**src/rtl/stkreg_pkg.sv**
```systemverilog
package stkreg_pkg;

  typedef enum logic [2:0] {
    CMD_NOP   = 3'd0,
    CMD_INIT  = 3'd1,
    CMD_LOAD  = 3'd2,
    CMD_STORE = 3'd3,
    CMD_STPOP = 3'd4,
    CMD_XCHG  = 3'd5,
    CMD_ARITH = 3'd6
  } cmd_e;

  typedef enum logic [1:0] {
    FORM_IMPL  = 2'd0,
    FORM_TOTOP = 2'd1,
    FORM_TOREG = 2'd2,
    FORM_POP   = 2'd3
  } form_e;

  typedef enum logic [1:0] {
    FN_ADD  = 2'd0,
    FN_SUB  = 2'd1,
    FN_SUBR = 2'd2,
    FN_MUL  = 2'd3
  } func_e;

  typedef enum logic [1:0] {
    TAG_VALID   = 2'b00,
    TAG_ZERO    = 2'b01,
    TAG_SPECIAL = 2'b10,
    TAG_EMPTY   = 2'b11
  } tag_e;

  localparam int TAG_W = 2;

endpackage

```
**src/rtl/stkreg_alu.sv**
```systemverilog
module stkreg_alu
  import stkreg_pkg::*;
#(
  parameter int DW = 32
) (
  input  func_e         func,
  input  logic [DW-1:0] dst,
  input  logic [DW-1:0] src,
  output logic [DW-1:0] res
);

  always_comb begin
    unique case (func)
      FN_ADD:  res = dst + src;
      FN_SUB:  res = dst - src;
      FN_SUBR: res = src - dst;
      default: res = dst * src;
    endcase
  end

endmodule

```
**src/rtl/stkreg_tagger.sv**
```systemverilog
module stkreg_tagger
  import stkreg_pkg::*;
#(
  parameter int DW = 32
) (
  input  logic [DW-1:0] value,
  output tag_e          tag
);

  // special encoding is reserved: integer operands have no special class
  assign tag = (value == '0) ? TAG_ZERO : TAG_VALID;

endmodule

```
**src/rtl/stkreg_ctrl.sv**
```systemverilog
module stkreg_ctrl
  import stkreg_pkg::*;
#(
  parameter int NREG = 8,
  parameter int DW   = 32,
  localparam int PW  = $clog2(NREG)
) (
  input  cmd_e                             cmd,
  input  form_e                            form,
  input  func_e                            func,
  input  logic [PW-1:0]                    idx,
  input  logic                             idx_dflt,
  input  logic [DW-1:0]                    load_data,
  input  logic [PW-1:0]                    top_q,
  input  logic [NREG-1:0][TAG_W-1:0]       tags_q,
  input  logic [DW-1:0]                    regs_q [NREG],
  output logic                             wa_en,
  output logic [PW-1:0]                    wa_slot,
  output logic [DW-1:0]                    wa_data,
  output logic                             wb_en,
  output logic [PW-1:0]                    wb_slot,
  output logic [DW-1:0]                    wb_data,
  output logic                             pop_en,
  output logic                             init_en,
  output logic [PW-1:0]                    top_nxt,
  output logic                             ovf_nxt,
  output logic                             unf_nxt
);

  logic [PW-1:0] eff_idx;
  logic [PW-1:0] st0_slot;
  logic [PW-1:0] sti_slot;
  logic [PW-1:0] push_slot;
  logic [PW-1:0] pop_top;
  logic          st0_empty;
  logic          sti_empty;
  logic          push_busy;
  logic [DW-1:0] v0;
  logic [DW-1:0] vi;
  logic [DW-1:0] alu_dst;
  logic [DW-1:0] alu_src;
  logic [DW-1:0] alu_res;

  always_comb begin
    if ((cmd == CMD_XCHG && idx_dflt) || (cmd == CMD_ARITH && form == FORM_IMPL))
      eff_idx = PW'(1);
    else
      eff_idx = idx;
  end

  assign st0_slot  = top_q;
  assign sti_slot  = top_q + eff_idx;
  assign push_slot = top_q - PW'(1);
  assign pop_top   = top_q + PW'(1);
  assign st0_empty = (tags_q[st0_slot] == TAG_EMPTY);
  assign sti_empty = (tags_q[sti_slot] == TAG_EMPTY);
  assign push_busy = (tags_q[push_slot] != TAG_EMPTY);
  assign v0        = regs_q[st0_slot];
  assign vi        = regs_q[sti_slot];

  assign alu_dst = (form == FORM_TOTOP) ? v0 : vi;
  assign alu_src = (form == FORM_TOTOP) ? vi : v0;

  stkreg_alu #(.DW(DW)) alu_i (
    .func (func),
    .dst  (alu_dst),
    .src  (alu_src),
    .res  (alu_res)
  );

  always_comb begin
    wa_en   = 1'b0;
    wa_slot = st0_slot;
    wa_data = v0;
    wb_en   = 1'b0;
    wb_slot = sti_slot;
    wb_data = v0;
    pop_en  = 1'b0;
    init_en = 1'b0;
    top_nxt = top_q;
    ovf_nxt = 1'b0;
    unf_nxt = 1'b0;
    unique case (cmd)
      CMD_INIT: begin
        init_en = 1'b1;
        top_nxt = '0;
      end
      CMD_LOAD: begin
        if (push_busy) begin
          ovf_nxt = 1'b1;
        end else begin
          wa_en   = 1'b1;
          wa_slot = push_slot;
          wa_data = load_data;
          top_nxt = push_slot;
        end
      end
      CMD_STORE: begin
        if (st0_empty) begin
          unf_nxt = 1'b1;
        end else begin
          wa_en   = 1'b1;
          wa_slot = sti_slot;
          wa_data = v0;
        end
      end
      CMD_STPOP: begin
        if (st0_empty) begin
          unf_nxt = 1'b1;
        end else begin
          wa_en   = (eff_idx != '0);
          wa_slot = sti_slot;
          wa_data = v0;
          pop_en  = 1'b1;
          top_nxt = pop_top;
        end
      end
      CMD_XCHG: begin
        if (st0_empty || sti_empty) begin
          unf_nxt = 1'b1;
        end else begin
          wa_en   = 1'b1;
          wa_slot = st0_slot;
          wa_data = vi;
          wb_en   = 1'b1;
          wb_slot = sti_slot;
          wb_data = v0;
        end
      end
      CMD_ARITH: begin
        if (st0_empty || sti_empty) begin
          unf_nxt = 1'b1;
        end else begin
          wa_en   = 1'b1;
          wa_slot = (form == FORM_TOTOP) ? st0_slot : sti_slot;
          wa_data = alu_res;
          if (form == FORM_POP || form == FORM_IMPL) begin
            pop_en  = 1'b1;
            top_nxt = pop_top;
          end
        end
      end
      default: ;
    endcase
  end

endmodule

```
**src/rtl/stkreg_file.sv**
```systemverilog
module stkreg_file
  import stkreg_pkg::*;
#(
  parameter int NREG = 8,
  parameter int DW   = 32,
  localparam int PW  = $clog2(NREG),
  localparam int TWW = NREG * TAG_W
) (
  input  logic           clk,
  input  logic           rst_n,
  input  logic [2:0]     cmd_op,
  input  logic [1:0]     cmd_form,
  input  logic [1:0]     cmd_func,
  input  logic [PW-1:0]  cmd_idx,
  input  logic           idx_default,
  input  logic [DW-1:0]  load_data,
  output logic [DW-1:0]  top_value,
  output logic [TWW-1:0] tag_word,
  output logic [PW-1:0]  top_ptr,
  output logic           overflow,
  output logic           underflow
);

  // reset: asserted asynchronously, released on a clock edge
  logic [1:0] rst_sync_q;
  logic       rst_sync_n;

  always_ff @(posedge clk or negedge rst_n) begin
    if (!rst_n) rst_sync_q <= 2'b00;
    else        rst_sync_q <= {rst_sync_q[0], 1'b1};
  end
  assign rst_sync_n = rst_sync_q[1];

  // state
  logic [DW-1:0]              regs_q [NREG];
  logic [NREG-1:0][TAG_W-1:0] tags_q;
  logic [PW-1:0]              top_q;
  logic                       ovf_q;
  logic                       unf_q;

  // command decode
  logic          wa_en, wb_en, pop_en, init_en;
  logic [PW-1:0] wa_slot, wb_slot, top_nxt;
  logic [DW-1:0] wa_data, wb_data;
  logic          ovf_nxt, unf_nxt;

  stkreg_ctrl #(.NREG(NREG), .DW(DW)) ctrl_i (
    .cmd       (cmd_e'(cmd_op)),
    .form      (form_e'(cmd_form)),
    .func      (func_e'(cmd_func)),
    .idx       (cmd_idx),
    .idx_dflt  (idx_default),
    .load_data (load_data),
    .top_q     (top_q),
    .tags_q    (tags_q),
    .regs_q    (regs_q),
    .wa_en     (wa_en),
    .wa_slot   (wa_slot),
    .wa_data   (wa_data),
    .wb_en     (wb_en),
    .wb_slot   (wb_slot),
    .wb_data   (wb_data),
    .pop_en    (pop_en),
    .init_en   (init_en),
    .top_nxt   (top_nxt),
    .ovf_nxt   (ovf_nxt),
    .unf_nxt   (unf_nxt)
  );

  // per-register next state
  logic [NREG-1:0]            reg_we;
  logic [DW-1:0]              reg_d [NREG];
  logic [NREG-1:0]            tag_we;
  logic [NREG-1:0][TAG_W-1:0] tag_d;

  for (genvar n = 0; n < NREG; n++) begin : g_slot
    logic hit_a;
    logic hit_b;
    logic top_here;
    tag_e val_tag;

    assign hit_a    = wa_en && (wa_slot == PW'(n));
    assign hit_b    = wb_en && (wb_slot == PW'(n));
    assign top_here = (top_q == PW'(n));

    stkreg_tagger #(.DW(DW)) tagger_i (
      .value (reg_d[n]),
      .tag   (val_tag)
    );

    always_comb begin
      reg_we[n] = hit_a || hit_b;
      reg_d[n]  = hit_a ? wa_data : wb_data;
      tag_we[n] = init_en || reg_we[n] || (pop_en && top_here);
      if (init_en || (pop_en && top_here))
        tag_d[n] = TAG_EMPTY;
      else
        tag_d[n] = val_tag;
    end
  end

  // data registers carry no reset: the tags qualify them
  always_ff @(posedge clk) begin
    for (int n = 0; n < NREG; n++) begin
      if (reg_we[n]) regs_q[n] <= reg_d[n];
    end
  end

  always_ff @(posedge clk or negedge rst_sync_n) begin
    if (!rst_sync_n) begin
      tags_q <= {NREG{TAG_EMPTY}};
    end else begin
      for (int n = 0; n < NREG; n++) begin
        if (tag_we[n]) tags_q[n] <= tag_d[n];
      end
    end
  end

  always_ff @(posedge clk or negedge rst_sync_n) begin
    if (!rst_sync_n) begin
      top_q <= '0;
      ovf_q <= 1'b0;
      unf_q <= 1'b0;
    end else begin
      top_q <= top_nxt;
      ovf_q <= ovf_nxt;
      unf_q <= unf_nxt;
    end
  end

  // outputs
  assign top_value = (tags_q[top_q] == TAG_EMPTY) ? '0 : regs_q[top_q];
  assign tag_word  = tags_q;
  assign top_ptr   = top_q;
  assign overflow  = ovf_q;
  assign underflow = unf_q;

endmodule

```
**config.mk**
```make
export PLATFORM = sky130hd
export DESIGN_NAME = stkreg_file
export DESIGN_NICKNAME = d
export VERILOG_FILES = /design/src/rtl/stkreg_pkg.sv /design/src/rtl/stkreg_alu.sv /design/src/rtl/stkreg_tagger.sv /design/src/rtl/stkreg_ctrl.sv /design/src/rtl/stkreg_file.sv
export SDC_FILE = /design/constraint.sdc
export NUM_CORES = 2
export LEC_CHECK = 0
export ABC_AREA = 0
export BUFFER_PORTS_ARGS = -buffer_cell sky130_fd_sc_hd__buf_4
export CAP_MARGIN = 20
export CORE_UTILIZATION = 70
export DETAILED_ROUTE_END_ITERATION = 12
export PLACE_DENSITY = 0.93
export SYNTH_ARGS = -nofsm -noshare
export SYNTH_HDL_FRONTEND = slang
export SYNTH_HIERARCHICAL = 1
export SYNTH_SLANG_ARGS = --single-unit
```
**constraint.sdc**
```tcl
create_clock -name clk -period 5.53 [get_ports clk]
set_input_delay 1.106 -clock clk [delete_from_list [all_inputs] [get_ports clk]]
set_output_delay 1.106 -clock clk [all_outputs]
set_load 0.02 [all_outputs]
```
==> impl_metrics.py, run 1 <==
metrics = {
    "floorplanning": {
        "die_height_um": 244,
        "num_rows": 88,
        "chipWidth_um": 244,
        "initial_utilization_pct": 71.1,
        "design.portCount": 98,
    },
    "global_routing": {
        "via_count_of_the_first_global_routing_pass": 56900,
        "grt_start_max_net_pins": 87,
        "total_routing_usage_gr_pct": 101,
        "wire_length_of_the_first_global_routing_pass_mm": 430,
        "gr-total-overflow": 3625,
    },
    "clock_network": {
        "postCtsHoldBufs": 0,
        "cts_inserted_buffers": 28,
        "numClockSinks": 279,
        "clockBufferDepth": 3,
        "clockRootBuffer": "sky130_fd_sc_hd__clkbuf_16",
        "htree_levels": 1,
    },
    "synth": {
        "synth_edf_count": 256,
        "synthesis.yosys.warnings": 6,
        "syn-mean-instance-area_um2": 10.7,
        "seq_area_frac_synth_pct": 20.2,
        "asyncSetResetFlopFracSynth_pct": 8.24,
        "synth_ff_type": "sky130_fd_sc_hd__edfxtp_1",
        "synth.lib_cells_used.distinct": 102,
        "synth_cells": 3832,
        "postSynthNetCount": 4495,
        "postSynthRegisterBits": 279,
        "synthesis.area_um2": 41100,
    },
    "run_status": {
        "stage_at_which_the_flow_ended": "5_1_grt",
        "run.stop_error": "[ERROR GRT-0116] Global routing finished with congestion. Check the congestion regions in the DRC Viewer.",
        "outcome": "stopped before the end",
    },
    "placement": {
        "portBuffers": 97,
        "dp_cells": 5211,
        "place_congestion": 1.13,
        "hpwl_mm": 143,
    },
}
## logic make-up after synthesis
kind of cell	synth area share [%]
AO/OA/AOI/OAI	8.13
multiplexers	22.9
buffers and inverters	6.93
XOR/XNOR	3.33
flip-flops	20.2
adder cells (fa/ha/maj)	26.3
other	0.0822
AND/OR/NAND/NOR	12.1
## cell usage after synthesis (54+ instances only)
cell type	count	share of area [%]
sky130_fd_sc_hd__nor2_1	162	1.5
sky130_fd_sc_hd__clkbuf_1	138	1.3
sky130_fd_sc_hd__mux2_2	381	10
sky130_fd_sc_hd__fa_1	411	20
sky130_fd_sc_hd__nor4_1	63	0.96
sky130_fd_sc_hd__xnor2_1	104	2.2
sky130_fd_sc_hd__a21oi_1	121	1.5
sky130_fd_sc_hd__o21ai_0	69	0.84
sky130_fd_sc_hd__a21o_1	54	0.99
sky130_fd_sc_hd__mux2i_1	59	1.4
sky130_fd_sc_hd__mux4_2	199	11
sky130_fd_sc_hd__edfxtp_1	256	19
sky130_fd_sc_hd__and2_1	228	3.5
sky130_fd_sc_hd__inv_1	435	4.0
sky130_fd_sc_hd__ha_1	207	6.3
sky130_fd_sc_hd__buf_2	56	0.68
sky130_fd_sc_hd__nand2_1	328	3.0
## timing repair
action,CTS
pin swaps,101
setup buffers,79
gates cloned,10
setup endpoints to repair,528
resized for setup,214
hold endpoints to repair,0
## stage by stage
step                utilization [%]  area, um2  setup TNS (ps)  setup slack (ps)
floorplan                         -      42500        -1056430             -5700
CTS                            89.4      51700        -1342640             -6680
detailed placement             84.9      49100        -1584940             -7520
global placement               84.9      49100        -1437410             -7000
## metal layers
layer | overflow | track usage, %
met3 | 321 | 90.3
met5 | 32 | 81.4
met2 | 2114 | 115
met1 | 281 | 93.6
met4 | 877 | 108
==> inputs of run 2 (changes only) <==
CORE_UTILIZATION = 40   (was 70)
PLACE_DENSITY = default   (was 0.93)
PLACE_DENSITY_LB_ADDON = 0.15   (was default)
==> impl_metrics.py, run 2 <==
metrics = {
    "synth": {
        "seq_area_frac_synth_pct": 20.2,
        "postSynthNetCount": 4495,
        "synth.largest_area_cell": "sky130_fd_sc_hd__fa_1",
        "synth_cells": 3832,
        "yosysMostFrequentCell": "sky130_fd_sc_hd__inv_1",
        "synth_edf_count": 256,
        "synth.lib_cells_used.distinct": 102,
        "asyncSetResetFlopFracSynth_pct": 8.24,
        "synth_ff_type": "sky130_fd_sc_hd__edfxtp_1",
        "synthesis.yosys.warnings": 6,
        "synthesis.area_um2": 41100,
        "syn-mean-instance-area_um2": 10.7,
        "postSynthRegisterBits": 279,
        "synth_top_area_share_pct": 20.0,
        "post_synth_main_area_contributors": "sky130_fd_sc_hd__fa_1, sky130_fd_sc_hd__edfxtp_1, sky130_fd_sc_hd__mux4_2",
        "synth_commonest_cells": "sky130_fd_sc_hd__inv_1, sky130_fd_sc_hd__fa_1, sky130_fd_sc_hd__mux2_2, sky130_fd_sc_hd__nand2_1, sky130_fd_sc_hd__edfxtp_1",
    },
    "clock_network": {
        "clockRootBuffer": "sky130_fd_sc_hd__clkbuf_16",
        "numClockSinks": 279,
        "clock_network_latency_to_the_later_pin_of_the_worst_skew_pair_ps": 600,
        "cts_inserted_buffers": 28,
        "htree_levels": 1,
        "tritoncts": "built",
        "clk_pin_slew_ps": 70,
        "clockBufferDepth": 3,
    },
    "finish": {
        "mostFrequentLayoutCells": "sky130_fd_sc_hd__buf_4, sky130_fd_sc_hd__inv_1, sky130_fd_sc_hd__fa_1",
        "layout.cells.most_common": "sky130_fd_sc_hd__buf_4",
        "n_fill_cell": 9045,
        "multi_input_combinational_cell_area_um2": 32400,
        "largest_register_ffs": 256,
        "area.sequential_um2": 8290,
        "area.growth.synth_to_final_pct": 32.8,
        "nNetsFinal": 5361,
        "register_bank_with_the_most_flops": "regs_q",
        "layout_cell_share_with_drive_strength_beyond_1_pct": 42.9,
        "num_antenna_cells": 0,
    },
    "sta": {
        "final.setup_skew_ps": 27.4,
        "fmax_mhz": 85.1,
        "min_period_ps": 11760,
        "final-max-slew-violation-count": 0,
        "fin_ws_ps": -6230,
        "period_share_pct": 213,
        "worst_pin_slew_ps": 877,
        "timing_hold_violations_final": 0,
        "slew-limit-headroom_pct": 41.5,
        "rsz0062_at_grt": "yes",
        "setup_tns_ps": -1237330,
        "final-setup-viol-count": 525,
    },
    "setup_path": {
        "timing.reg2reg.worst_path_depth": 37,
        "reg2reg_from": "top_ptr[0]",
        "cp-end-kind": "register",
        "cpMaxStageDelayCell": "sky130_fd_sc_hd__fa_4",
        "worst_r2r_dst": "tag_word[8]",
        "data_arrival_time_of_the_critical_path_ps": 12290,
        "cp-startpoint": "cmd_form[1]",
        "end_point_of_the_critical_path": "tag_word[8]",
        "r2r_setup_slack_ps": -5490,
        "start_kind": "input pin",
        "timing.setup.critical_path_class": "input pin to register",
        "cp_slowest_stage_delay_ps": 700,
        "cp.required_ps": 6070,
        "crit_path_frequent_cell": "sky130_fd_sc_hd__fa_1",
        "crit_path_max_fanout": 8,
    },
    "routing": {
        "detail_route.vias_per_cell": 5.78,
        "wl_mm": 164,
        "met2RoutedLength_mm": 76.2,
        "route.vias.total": 35200,
        "detailedRoute.firstIterationViolations": 3387,
        "drcViolationCount": 0,
        "met1Wirelength_mm": 68.8,
        "ant_nets": 0,
        "wl_per_cell_um": 26.9,
        "drtPass1Iterations": 8,
        "highest-signal-layer": "met4",
        "detailroute.wirelength.met3_mm": 13.5,
    },
    "floorplanning": {
        "design.die.area_um2": 104000,
        "fp.coreArea_um2": 102000,
        "chipWidth_um": 322,
        "design.portCount": 98,
        "die_height_um": 322,
        "initial_utilization_pct": 40.4,
        "num_rows": 117,
    },
    "placement": {
        "place_congestion": 0.975,
        "hpwl_mm": 129,
        "portBuffers": 97,
    },
    "global_routing": {
        "wire_length_of_the_first_global_routing_pass_mm": 239,
        "antenna_found_initial": 1,
        "via_count_of_the_first_global_routing_pass": 35400,
        "gr-total-overflow": 0,
        "grt_start_max_net_pins": 134,
        "total_routing_usage_gr_pct": 31.6,
    },
    "job": {
        "max_cap_violations": 0,
    },
    "run_status": {
        "outcome": "complete, but fails checks",
        "failed_checks": "setup timing",
    },
    "hold_path": {
        "timing.hold.worst.class": "register to asynchronous set/reset pin",
    },
}
run 2: cell counts after synthesis:
Identical to the previous run, type by type.
run 2: per-layer routing:
layer	up-vias	global-route usage [%]
met5	-	0
met4	0	8.50
met3	219	4.72
met2	1650	50.7
met1	18100	44.2
li1	15200	-
run 2: cell families after synthesis:
logic type	Yosys count	share of synthesized area [%]
xor gates and xnor gates	154	3.33
muxes	643	22.9
AOI/OAI and AO/OA	473	8.13
and+or+nand+nor	970	12.1
DFF	279	20.2
other	9	0.0822
adders and majority gates	618	26.3
buffers and inverters	686	6.93
run 2: metrics by stage:
stage	instance area, um2	hold WS, ps	cells	utilization [%]	worst slack [ps]
6_report	54500	118	6088	53.6	-6230
4_1_cts	53400	252	6065	52.5	-6140
3_3_place_gp	51300	336	5975	50.4	-6990
3_5_place_dp	51300	344	5975	50.4	-6980
5_1_grt	54500	137	6088	53.6	-6500
2_1_floorplan	42500	254	3832	-	-5700
run 2: worst min path at each step:
stage | endpoint | slack (ps) | cells after the start
after floorplan | overflow | 250 | 0
after global placement | rst_sync_q[1] | 340 | 0
after detailed placement | rst_sync_q[1] | 340 | 0
after CTS | rst_sync_q[1] | 250 | 1
after global routing | top_ptr[1] | 140 | 0
final | top_ptr[1] | 120 | 0
run 2: timing repair:
item,in CTS,in global routing
endpoints found under the setup margin,434,528
gates resized for setup,201,209
buffers inserted,35,39
hold buffers,0,0
cloned,6,1
pin swaps,104,125
run 2: cell type report:
| type | instances | share of cell area (%) |
|---|---|---|
| tap | 1368 | 3.14 |
| multi-input combinational | 2871 | 59.5 |
| inverter | 441 | 3.10 |
| sequential | 279 | 15.2 |
| clock inverter | 12 | 0.151 |
| timing repair buffer | 1077 | 17.5 |
| clock buffer | 40 | 1.46 |
run 2: critical path: cells and delay by family:
family / cells / cell delay (ps)
fa+ha+maj: 12 / 5120
compound gates: 7 / 1690
buf+inv: 10 / 980
simple gates: 10 / 2080
mux: 5 / 1310
Power of run 2 is left out: the tool's default activity adds up to more than one toggle a clock period on the data nets, which glitch-free logic cannot reach.
